$ cat src/rtl/wdt_pkg.sv
package wdt_pkg;

  typedef enum logic [1:0] {
    MODE_RESET  = 2'd0,
    MODE_NREQ   = 2'd1,
    MODE_NORMAL = 2'd2
  } wdt_mode_e;

  localparam logic [1:0] CFG_EXT = 2'd0;
  localparam logic [1:0] CFG_GND = 2'd1;

  // control -> datapath
  typedef struct packed {
    logic holdRun;
    logic reqRun;
    logic winRun;
    logic winRestart;
  } wdt_strobe_t;

  // datapath -> control
  typedef struct packed {
    logic holdLast;
    logic reqLast;
    logic winOpen;
    logic winLast;
  } wdt_flags_t;

endpackage

$ cat src/rtl/wdt_datapath.sv
module wdt_datapath
  import wdt_pkg::*;
#(
  parameter int BASE_TICKS     = 40,
  parameter int FALLBACK_TICKS = 24,
  parameter int REQ_TICKS      = 30,
  parameter int RST_HOLD       = 4,
  parameter int PRESC_W        = 2
) (
  input  logic               clk,
  input  logic               rst,
  input  wdt_strobe_t        stb,
  input  logic [PRESC_W-1:0] prescSel,
  input  logic               useFallback,
  output wdt_flags_t         flags
);

  localparam int MAX_BASE   = (BASE_TICKS > FALLBACK_TICKS) ? BASE_TICKS : FALLBACK_TICKS;
  localparam int MAX_PERIOD = MAX_BASE << ((1 << PRESC_W) - 1);
  localparam int CNT_W      = $clog2(MAX_PERIOD + 1);
  localparam int HOLD_W     = $clog2(RST_HOLD + 1);
  localparam int REQ_W      = $clog2(REQ_TICKS + 1);

  logic [CNT_W-1:0]  winCnt;
  logic [CNT_W-1:0]  baseSel;
  logic [CNT_W-1:0]  period;
  logic [HOLD_W-1:0] holdCnt;
  logic [REQ_W-1:0]  reqCnt;

  assign baseSel = useFallback ? CNT_W'(FALLBACK_TICKS) : CNT_W'(BASE_TICKS);
  assign period  = baseSel << prescSel;

  always_ff @(posedge clk or posedge rst) begin
    if (rst) begin
      holdCnt <= '0;
      reqCnt  <= '0;
      winCnt  <= '0;
    end else begin
      holdCnt <= stb.holdRun ? holdCnt + 1'b1 : '0;
      reqCnt  <= stb.reqRun  ? reqCnt + 1'b1  : '0;
      winCnt  <= (stb.winRun && !stb.winRestart) ? winCnt + 1'b1 : '0;
    end
  end

  assign flags.holdLast = (holdCnt == HOLD_W'(RST_HOLD - 1));
  assign flags.reqLast  = (reqCnt == REQ_W'(REQ_TICKS - 1));
  assign flags.winOpen  = (winCnt >= (period >> 1));
  assign flags.winLast  = (winCnt == period - 1'b1);

  // a running window never passes its period
  assert_win_bound_R4: assert property (@(posedge clk) disable iff (rst)
    stb.winRun |-> (winCnt < period))
    else $error("window counter beyond period");

  // reset hold never passes its length
  assert_hold_bound_R10: assert property (@(posedge clk) disable iff (rst)
    stb.holdRun |-> (holdCnt < HOLD_W'(RST_HOLD)))
    else $error("hold counter beyond limit");

endmodule

$ cat src/rtl/wdt_ctrl.sv
module wdt_ctrl
  import wdt_pkg::*;
(
  input  logic        clk,
  input  logic        rst,
  input  logic        clrStb,
  input  logic [1:0]  cfgCode,
  input  wdt_flags_t  flags,
  output wdt_strobe_t stb,
  output wdt_mode_e   modeQ,
  output logic        wdOff,
  output logic        refFault
);

  wdt_mode_e modeNext;
  logic      strapOff;

  assign strapOff = (cfgCode == CFG_GND);

  always_comb begin
    modeNext = modeQ;
    stb      = '0;
    unique case (modeQ)
      MODE_RESET: begin
        stb.holdRun = 1'b1;
        if (flags.holdLast) modeNext = strapOff ? MODE_NORMAL : MODE_NREQ;
      end
      MODE_NREQ: begin
        stb.reqRun = 1'b1;
        if (clrStb)             modeNext = MODE_NORMAL;
        else if (flags.reqLast) modeNext = MODE_RESET;
      end
      MODE_NORMAL: begin
        if (!wdOff) begin
          stb.winRun = 1'b1;
          if (clrStb) begin
            if (flags.winOpen) stb.winRestart = 1'b1;
            else               modeNext = MODE_RESET;
          end else if (flags.winLast) begin
            modeNext = MODE_RESET;
          end
        end
      end
      default: modeNext = MODE_RESET;
    endcase
  end

  always_ff @(posedge clk or posedge rst) begin
    if (rst) begin
      modeQ    <= MODE_RESET;
      wdOff    <= 1'b0;
      refFault <= 1'b0;
    end else begin
      modeQ <= modeNext;
      if (modeQ == MODE_RESET) begin
        wdOff    <= strapOff;
        refFault <= cfgCode[1];
      end
    end
  end

  // clear in closed half resets
  assert_early_clear_R3: assert property (@(posedge clk) disable iff (rst)
    (modeQ == MODE_NORMAL && !wdOff && clrStb && !flags.winOpen) |=> (modeQ == MODE_RESET))
    else $error("early clear not punished");

  // clear in open half keeps Normal
  assert_good_clear_R2: assert property (@(posedge clk) disable iff (rst)
    (modeQ == MODE_NORMAL && !wdOff && clrStb && flags.winOpen) |=> (modeQ == MODE_NORMAL))
    else $error("legal clear rejected");

  // overflow resets
  assert_no_overflow_R4: assert property (@(posedge clk) disable iff (rst)
    (modeQ == MODE_NORMAL && !wdOff && !clrStb && flags.winLast) |=> (modeQ == MODE_RESET))
    else $error("overflow missed");

  // startup timeout resets
  assert_req_timeout_R5: assert property (@(posedge clk) disable iff (rst)
    (modeQ == MODE_NREQ && !clrStb && flags.reqLast) |=> (modeQ == MODE_RESET))
    else $error("startup timeout missed");

  // strapped-off Normal never leaves
  assert_off_stays_R7: assert property (@(posedge clk) disable iff (rst)
    (modeQ == MODE_NORMAL && wdOff) |=> (modeQ == MODE_NORMAL))
    else $error("disabled watchdog left Normal");

  // configuration frozen outside Reset
  assert_cfg_frozen_R9: assert property (@(posedge clk) disable iff (rst)
    (modeQ != MODE_RESET) |=> $stable({wdOff, refFault}))
    else $error("config latched outside Reset");

endmodule

$ cat src/rtl/wdt_supervisor.sv
module wdt_supervisor
  import wdt_pkg::*;
#(
  parameter int BASE_TICKS     = 40,
  parameter int FALLBACK_TICKS = 24,
  parameter int REQ_TICKS      = 30,
  parameter int RST_HOLD       = 4,
  parameter int PRESC_W        = 2
) (
  input  logic               clk,
  input  logic               rst,
  input  logic               clrStb,
  input  logic [PRESC_W-1:0] prescSel,
  input  logic [1:0]         cfgCode,
  output logic               mcuRst,
  output logic [1:0]         mode,
  output logic               wdOff,
  output logic               refFault
);

  wdt_strobe_t stb;
  wdt_flags_t  flags;
  wdt_mode_e   modeQ;

  wdt_ctrl u_ctrl (
    .clk      (clk),
    .rst      (rst),
    .clrStb   (clrStb),
    .cfgCode  (cfgCode),
    .flags    (flags),
    .stb      (stb),
    .modeQ    (modeQ),
    .wdOff    (wdOff),
    .refFault (refFault)
  );

  wdt_datapath #(
    .BASE_TICKS     (BASE_TICKS),
    .FALLBACK_TICKS (FALLBACK_TICKS),
    .REQ_TICKS      (REQ_TICKS),
    .RST_HOLD       (RST_HOLD),
    .PRESC_W        (PRESC_W)
  ) u_dp (
    .clk         (clk),
    .rst         (rst),
    .stb         (stb),
    .prescSel    (prescSel),
    .useFallback (refFault),
    .flags       (flags)
  );

  assign mode   = modeQ;
  assign mcuRst = (modeQ == MODE_RESET);

endmodule

$ cat config.mk
export PLATFORM = sky130hd
export DESIGN_NAME = wdt_supervisor
export DESIGN_NICKNAME = d
export VERILOG_FILES = /design/src/rtl/wdt_pkg.sv /design/src/rtl/wdt_datapath.sv /design/src/rtl/wdt_ctrl.sv /design/src/rtl/wdt_supervisor.sv
export SDC_FILE = /design/constraint.sdc
export NUM_CORES = 1
export LEC_CHECK = 0
export CAP_MARGIN = 20
export CORE_MARGIN = 8
export CORE_UTILIZATION = 50
export CTS_CLUSTER_DIAMETER = 120
export DETAILED_ROUTE_END_ITERATION = 12
export PLACE_DENSITY = 0.71
export SETUP_SLACK_MARGIN = 0.1
export SLEW_MARGIN = 20
export SYNTH_ARGS = -nofsm -noshare
export SYNTH_HDL_FRONTEND = slang
export SYNTH_SLANG_ARGS = --single-unit
$ cat constraint.sdc
create_clock -name clk -period 2.75 [get_ports clk]
set_input_delay 0.55 -clock clk [delete_from_list [all_inputs] [get_ports clk]]
set_output_delay 0.55 -clock clk [all_outputs]
set_load 0.05 [all_outputs]
==> qor.yml, run 1 <==
place:
  dpl_worst_slack_ns: -0.288
  portBuffers: 11
  hpwl_um: 2060
  placed_area_mm2: 0.00152
  gp_congestion: 0.828
sta:
  slew-limit-headroom: 0.473
  fmax_mhz: 392
  fin_skew_ns: 0.00888
  finalCritPeriodShare: 0.929
  slew_viol_final: 0
  worst_slack_ns: 0.196
  period_needed_ns: 2.55
  hold_viol_final: 0
  setup_viol: 0
  worstMarginPinSlew_ns: 0.790
  rsz0062_at_grt: "false"
  fin_tns_setup_ns: 0
worst_setup_path:
  critPathBufInv: 1
  r2r-start: "u_ctrl.refFault"
  r2r_cells: 10
  worst_r2r_endpoint: "u_dp.winCnt[7]"
  path_class: "reg2out"
  startpoint_type: "flip-flop"
  cp_top_family: "buffers and inverters"
  cp.required_ns: 2.20
  startpoint: "u_ctrl.modeQ[0]"
  endpoint: "mcuRst"
  max_stage_delay_ns: 0.88
  critical_path.max_fanout: 11
  cp.arrival_ns: 2.00
  r2r_slack_ns: 0.27
  crit_chain: "nor2_1, clkdlybuf4s50_1"
  worstSetupEndpointType: "primary output"
  critPathSlowestCell: "clkdlybuf4s50_1"
  crit_cells: 2
clock_tree:
  clock-sinks: 21
  cts_setup_buffers: 0
  cts_made_buffers: 3
  cts_max_path_buffers: 2
  clockRootBuffer: "clkbuf_4"
  cts_tree: "yes"
  clock_latency_ns: 0.30
  path_clk_slew_ns: 0.11
  h-tree-depth: 1
global_routing:
  grt_pass1_wl_um: 4320
  grt_max_degree: 22
  antenna_found_initial: 0
  grt_usage: 0.122
  grt_overflow: 0
  grt_pass1_vias: 1001
detailed_routing:
  drtPass1Iterations: 4
  wl_per_cell_um: 14.2
  num_vias: 1041
  drtIter0Drc: 36
  drc_errors: 0
  vias_per_cell: 5.48
  totalWireLength_um: 2700
  antenna_left: 0
floorplanning:
  dieWidth_um: 67.7
  initial_core_util: 0.535
  dieArea_mm2: 0.00458
  die_y_um: 67.7
  coreArea_mm2: 0.00250
  ioPinCount: 12
  fp-row-count: 18
yosys:
  synth_area_per_cell_um2: 9.48
  synth_cells: 141
  seq_area_frac_synth: 0.393
  ys.warnings.count: 0
  synth-seq-cells: 21
  yosysUniqueCellTypes: 35
  syn_nets: 162
  syn_area_mm2: 0.00134
final_layout:
  final_common_cell: "dfrtp_1"
  antenna_cells: 0
  drive_above_1_share: 0.188
  utilization: 0.653
  fin_area_mm2: 0.00163
  syn_to_final_growth_pct: 22.2
  final_net_count: 182
  most-common-layout-cells: "21 x dfrtp_1, 13 x ha_1, 11 x nor2_1, 11 x inv_1"
power:
  p_leak_nw: 0.709
  swShare: 0.434
  combinationalPowerShare: 0.500
  power_density_mw_per_mm2: 717
  peakVddDrop_mv: 0.591
  intPower_uw: 663
  p_sw_uw: 508
  pwr-share-seq: 0.377
  power.total_mw: 1.17
  clockPowerShare: 0.122
job:
  cap_violations: 0
status:
  status: "finished clean"
hold_path:
  min_path_type: "reg2reg"
[worst register-to-register path: cells and delay by family (launching register included)]
family | cells | cell delay [ns]
buffers and inverters | 2 | 0.21
adders and majority gates | 2 | 0.51
AOI/OAI and AO/OA | 3 | 0.83
DFF | 1 | 0.44
and+or+nand+nor | 3 | 0.41
[repair_timing]
| action | CTS | global route |
|---|---|---|
| pin swaps | 6 | 5 |
| hold buffers | 0 | 0 |
| endpoints found under the setup margin | 8 | 10 |
| cloned | 0 | 0 |
| gates resized for setup | 0 | 21 |
[final cells by class]
class	instances	area (um2)
fill	226	867
multi-input combinational	104	826
timing repair buffer	19	173
sequential	21	526
tap	30	37.5
inverter	12	45.0
clock buffer	4	26.3
[per-layer routing]
metal / wire length (um) / global-route usage
met1: 1240 / 0.145
met2: 1300 / 0.196
met3: 114 / 0.0414
met4: 44 / 0.0496
met5: 0 / 0
[flip-flops by register name, indices dropped and copies added (netlist names)]
name	count
u_dp.winCnt	9
u_dp.reqCnt	5
u_dp.holdCnt	3
u_ctrl.refFault	1
u_ctrl.wdOff	1
u_ctrl.modeQ	2
[power by group through the flow]
stage	Sequential, mW	Combinational, mW	Clock (mW)
3_3_place_gp	0.439	0.529	0
4_1_cts	0.439	0.547	0.150
5_1_grt	0.451	0.643	0.166
2_1_floorplan	0.499	0.309	0
6_report	0.442	0.586	0.143
3_5_place_dp	0.445	0.543	0
[synth_stat cells]
cell	number	area, um2
a311oi_2	1	15.0
and2_1	2	12.5
xor2_1	8	70.1
nor2_1	19	71.3
or2_2	2	12.5
o31ai_1	1	7.51
nand2b_1	3	18.8
and2b_1	1	7.51
dfrtp_1	21	526
buf_2	1	5.00
o31ai_2	1	12.5
nor2b_1	1	6.26
nor3b_1	1	7.51
nand2_1	6	22.5
buf_6	1	11.3
o21ai_0	3	15.0
ha_1	14	175
inv_1	12	45.0
a32o_1	1	10.0
o21a_1	1	7.51
nand4bb_1	1	11.3
a21oi_1	3	15.0
xnor2_1	10	87.6
nand4_1	3	18.8
a211o_1	1	8.76
nand3_1	8	40.0
a211oi_1	1	7.51
a2bb2oi_1	1	8.76
a21o_1	1	7.51
nor3_1	5	25.0
clkbuf_1	2	7.51
mux2i_2	1	13.8
a31oi_1	2	12.5
and3_2	1	7.51
nand2_2	1	6.26
[how the worst min path moves through the flow]
stage,from,endpoint,slack (ns),depth (start not counted)
final,u_dp.holdCnt[0],u_dp.holdCnt[0],0.47,1
after global routing,u_dp.holdCnt[0],u_dp.holdCnt[0],0.48,1
after CTS,u_dp.holdCnt[0],u_dp.holdCnt[0],0.47,1
after detailed placement,u_dp.holdCnt[0],u_dp.holdCnt[0],0.46,1
after global placement,u_dp.holdCnt[0],u_dp.holdCnt[0],0.42,1
after floorplan,u_dp.holdCnt[0],u_dp.holdCnt[0],0.41,1
[cell families after synthesis]
| family | after synthesis | synth area share |
|---|---|---|
| AOI/OAI and AO/OA | 17 | 0.0955 |
| adders and majority gates | 14 | 0.131 |
| buffers and inverters | 16 | 0.0515 |
| DFF | 21 | 0.393 |
| xor gates and xnor gates | 18 | 0.118 |
| and+or+nand+nor | 54 | 0.200 |
| muxes | 1 | 0.0103 |
[stage by stage]
step                instances  hold WS (ns)
finish                    190         0.468
global route              190         0.481
CTS                       190         0.472
detailed placement        186         0.455
global placement          186         0.422
floorplan                 141         0.408
Power figures use the tool's default switching activity.
==> inputs of run 2 (changes only) <==
--- a/config.mk
+++ b/config.mk
@@ -6,12 +6,11 @@
 export NUM_CORES = 1
 export LEC_CHECK = 0
 export CAP_MARGIN = 20
-export CORE_MARGIN = 8
+export CORE_MARGIN = 1.5
 export CORE_UTILIZATION = 50
 export CTS_CLUSTER_DIAMETER = 120
 export DETAILED_ROUTE_END_ITERATION = 12
 export PLACE_DENSITY = 0.71
-export SETUP_SLACK_MARGIN = 0.1
 export SLEW_MARGIN = 20
 export SYNTH_ARGS = -nofsm -noshare
 export SYNTH_HDL_FRONTEND = slang
==> run 2 against run 1 <==
Routed wire length fell by 1.4%. Total power is 2.3% lower. Final cell count unchanged. Sequential power about the same. Setup slack lost 0.080 ns. Clock power barely moved. Clock skew decreased by 0.0056 ns. Maximum frequency down 3.0%. Largest cell class unchanged. Worst hold slack worse by 0.015 ns.
==> qor.yml, run 2 (synthesis gave the netlist of run 1 again) <==
detailed_routing:
  drtPass1Iterations: 4
  num_vias: 1033
  vias_per_cell: 5.44
  totalWireLength_um: 2660
  drtIter0Drc: 28
  wl_per_cell_um: 14.0
  drc_errors: 0
  antenna_left: 0
clock_tree:
  clockRootBuffer: "clkbuf_4"
  cts_tree: "yes"
  path_clk_slew_ns: 0.11
  h-tree-depth: 1
  clock-sinks: 21
  cts_setup_buffers: 0
  cts_max_path_buffers: 2
  clock_latency_ns: 0.30
  cts_hold_buf: 0
  cts_made_buffers: 3
hold_path:
  min_path_type: "reg2reg"
  min_from: "u_dp.holdCnt[0]"
final_layout:
  fin_area_mm2: 0.00157
  largest_reg_flops: 9
  antenna_cells: 0
  layout.cells.non_filler: 190
  drive_above_1_share: 0.138
  multi_input_area_um2: 766
  regArea_um2: 526
  largest_register: "u_dp.winCnt"
  syn_to_final_growth_pct: 17.5
  most-common-layout-cells: "21 x dfrtp_1, 16 x nor2_1, 14 x ha_1"
  reg_top3: "u_dp.winCnt (9), u_dp.reqCnt (5), u_dp.holdCnt (3)"
  final_net_count: 182
  final_common_cell: "dfrtp_1"
  fillers: 224
worst_setup_path:
  crit_chain: "clkdlybuf4s50_1, inv_1, ha_1, nor2b_2, inv_1, ha_1, a21o_1, a211o_1, o31ai_4, nand2_4, nor2_2"
  critPathBufInv: 3
  cp.arrival_ns: 2.87
  cp_top_family: "compound AO/OA/AOI/OAI gates"
  r2r-start: "u_ctrl.refFault"
  critical_path.max_fanout: 8
  path_class: "in2reg"
  worstSetupEndpointType: "flip-flop"
  critPathSlowestCell: "clkdlybuf4s50_1"
  startpoint: "prescSel[0]"
  max_stage_delay_ns: 0.47
  startpoint_type: "primary input"
  cp.required_ns: 2.98
sta:
  slew-limit-headroom: 0.480
  slew_viol_final: 0
  fin_skew_ns: 0.00329
  setup_viol: 0
  worstMarginPinSlew_ns: 0.779
  finalCritPeriodShare: 0.958
  period_needed_ns: 2.63
  rsz0062_at_grt: "false"
  fmax_mhz: 380
  hold_viol_final: 0
floorplanning:
  dieWidth_um: 54.7
  fp-row-count: 18
  ioPinCount: 12
  coreArea_mm2: 0.00250
  die_y_um: 54.7
  initial_core_util: 0.535
  dieArea_mm2: 0.00299
global_routing:
  antenna_found_initial: 0
  grt_pass1_vias: 993
  grt_max_degree: 22
  grt_overflow: 0
  grt_pass1_wl_um: 4320
  grt_usage: 0.204
power:
  power.total_mw: 1.14
  power_density_mw_per_mm2: 729
  p_leak_nw: 0.696
  peakVddDrop_mv: 0.694
place:
  gp_congestion: 0.848
  placed_area_mm2: 0.00152
  dp_cells: 186
  hpwl_um: 2070
  portBuffers: 11
status:
  status: "finished clean"
job:
  cap_violations: 0
## run 2: path summary, 6_finish.rpt
check,end,slack [ns],depth (start not counted)
min in group asynchronous,u_dp.reqCnt[0],0.69,2
max in group asynchronous,u_dp.winCnt[5],1.58,2
min reg2reg,u_dp.holdCnt[0],0.45,1
max reg2reg,u_dp.winCnt[4],0.35,10
max,u_dp.winCnt[4],0.12,11
min,u_dp.holdCnt[0],0.45,1
## run 2: metrics by stage
stage          TNS [ns]  utilization  setup WS (ns)  hold WS (ns)
2_1_floorplan         0            -          0.101         0.408
3_3_place_gp      -2.00        0.608         -0.219         0.422
3_5_place_dp      -2.79        0.608         -0.309         0.444
4_1_cts               0        0.619         0.0138         0.460
5_1_grt               0        0.628         0.0177         0.501
6_report              0        0.628          0.116         0.453
## run 2: area by class of cell
class | count | area share
clock buffer | 4 | 0.0167
inverter | 12 | 0.0287
multi-input combinational | 104 | 0.488
sequential | 21 | 0.335
tap | 30 | 0.0239
timing repair buffer | 19 | 0.108
## run 2: per-layer routing
metal | vias up | share of wire | track usage | wire length [um]
met4 | 0 | 0.0045 | 0.0375 | 12
li1 | 512 | - | - | -
met2 | 14 | 0.49 | 0.353 | 1300
met3 | 2 | 0.027 | 0.0492 | 71
met1 | 505 | 0.48 | 0.256 | 1270
met5 | - | 0 | 0 | 0
## run 2: worst reg2reg max path, cell delays in order (launching register included)
cell	delay, ns
dfrtp_1	0.44
inv_1	0.11
ha_1	0.31
nor2b_2	0.13
inv_1	0.05
ha_1	0.28
a21o_1	0.19
a211o_1	0.29
o31ai_4	0.28
nand2_4	0.13
nor2_2	0.14
## run 2: power by group
part | total, mW | switching, mW | internal, mW
clock | 0.144 | 0.0873 | 0.0565
sequential | 0.439 | 0.0700 | 0.369
combinational | 0.561 | 0.334 | 0.227
total | 1.14 | 0.492 | 0.653
## run 2: repair_timing
item	in CTS	in global routing
hold endpoints to repair	0	0
gates resized for setup	0	6
setup endpoints to repair	0	9
==> inputs of run 3 (changes only) <==
--- a/config.mk
+++ b/config.mk
@@ -11,7 +11,6 @@
 export CTS_CLUSTER_DIAMETER = 120
 export DETAILED_ROUTE_END_ITERATION = 12
 export PLACE_DENSITY = 0.71
-export SLEW_MARGIN = 20
 export SYNTH_ARGS = -nofsm -noshare
 export SYNTH_HDL_FRONTEND = slang
 export SYNTH_SLANG_ARGS = --single-unit
==> results of run 3 <==
The final DEF is identical to that of run 2; final timing and power are the same.
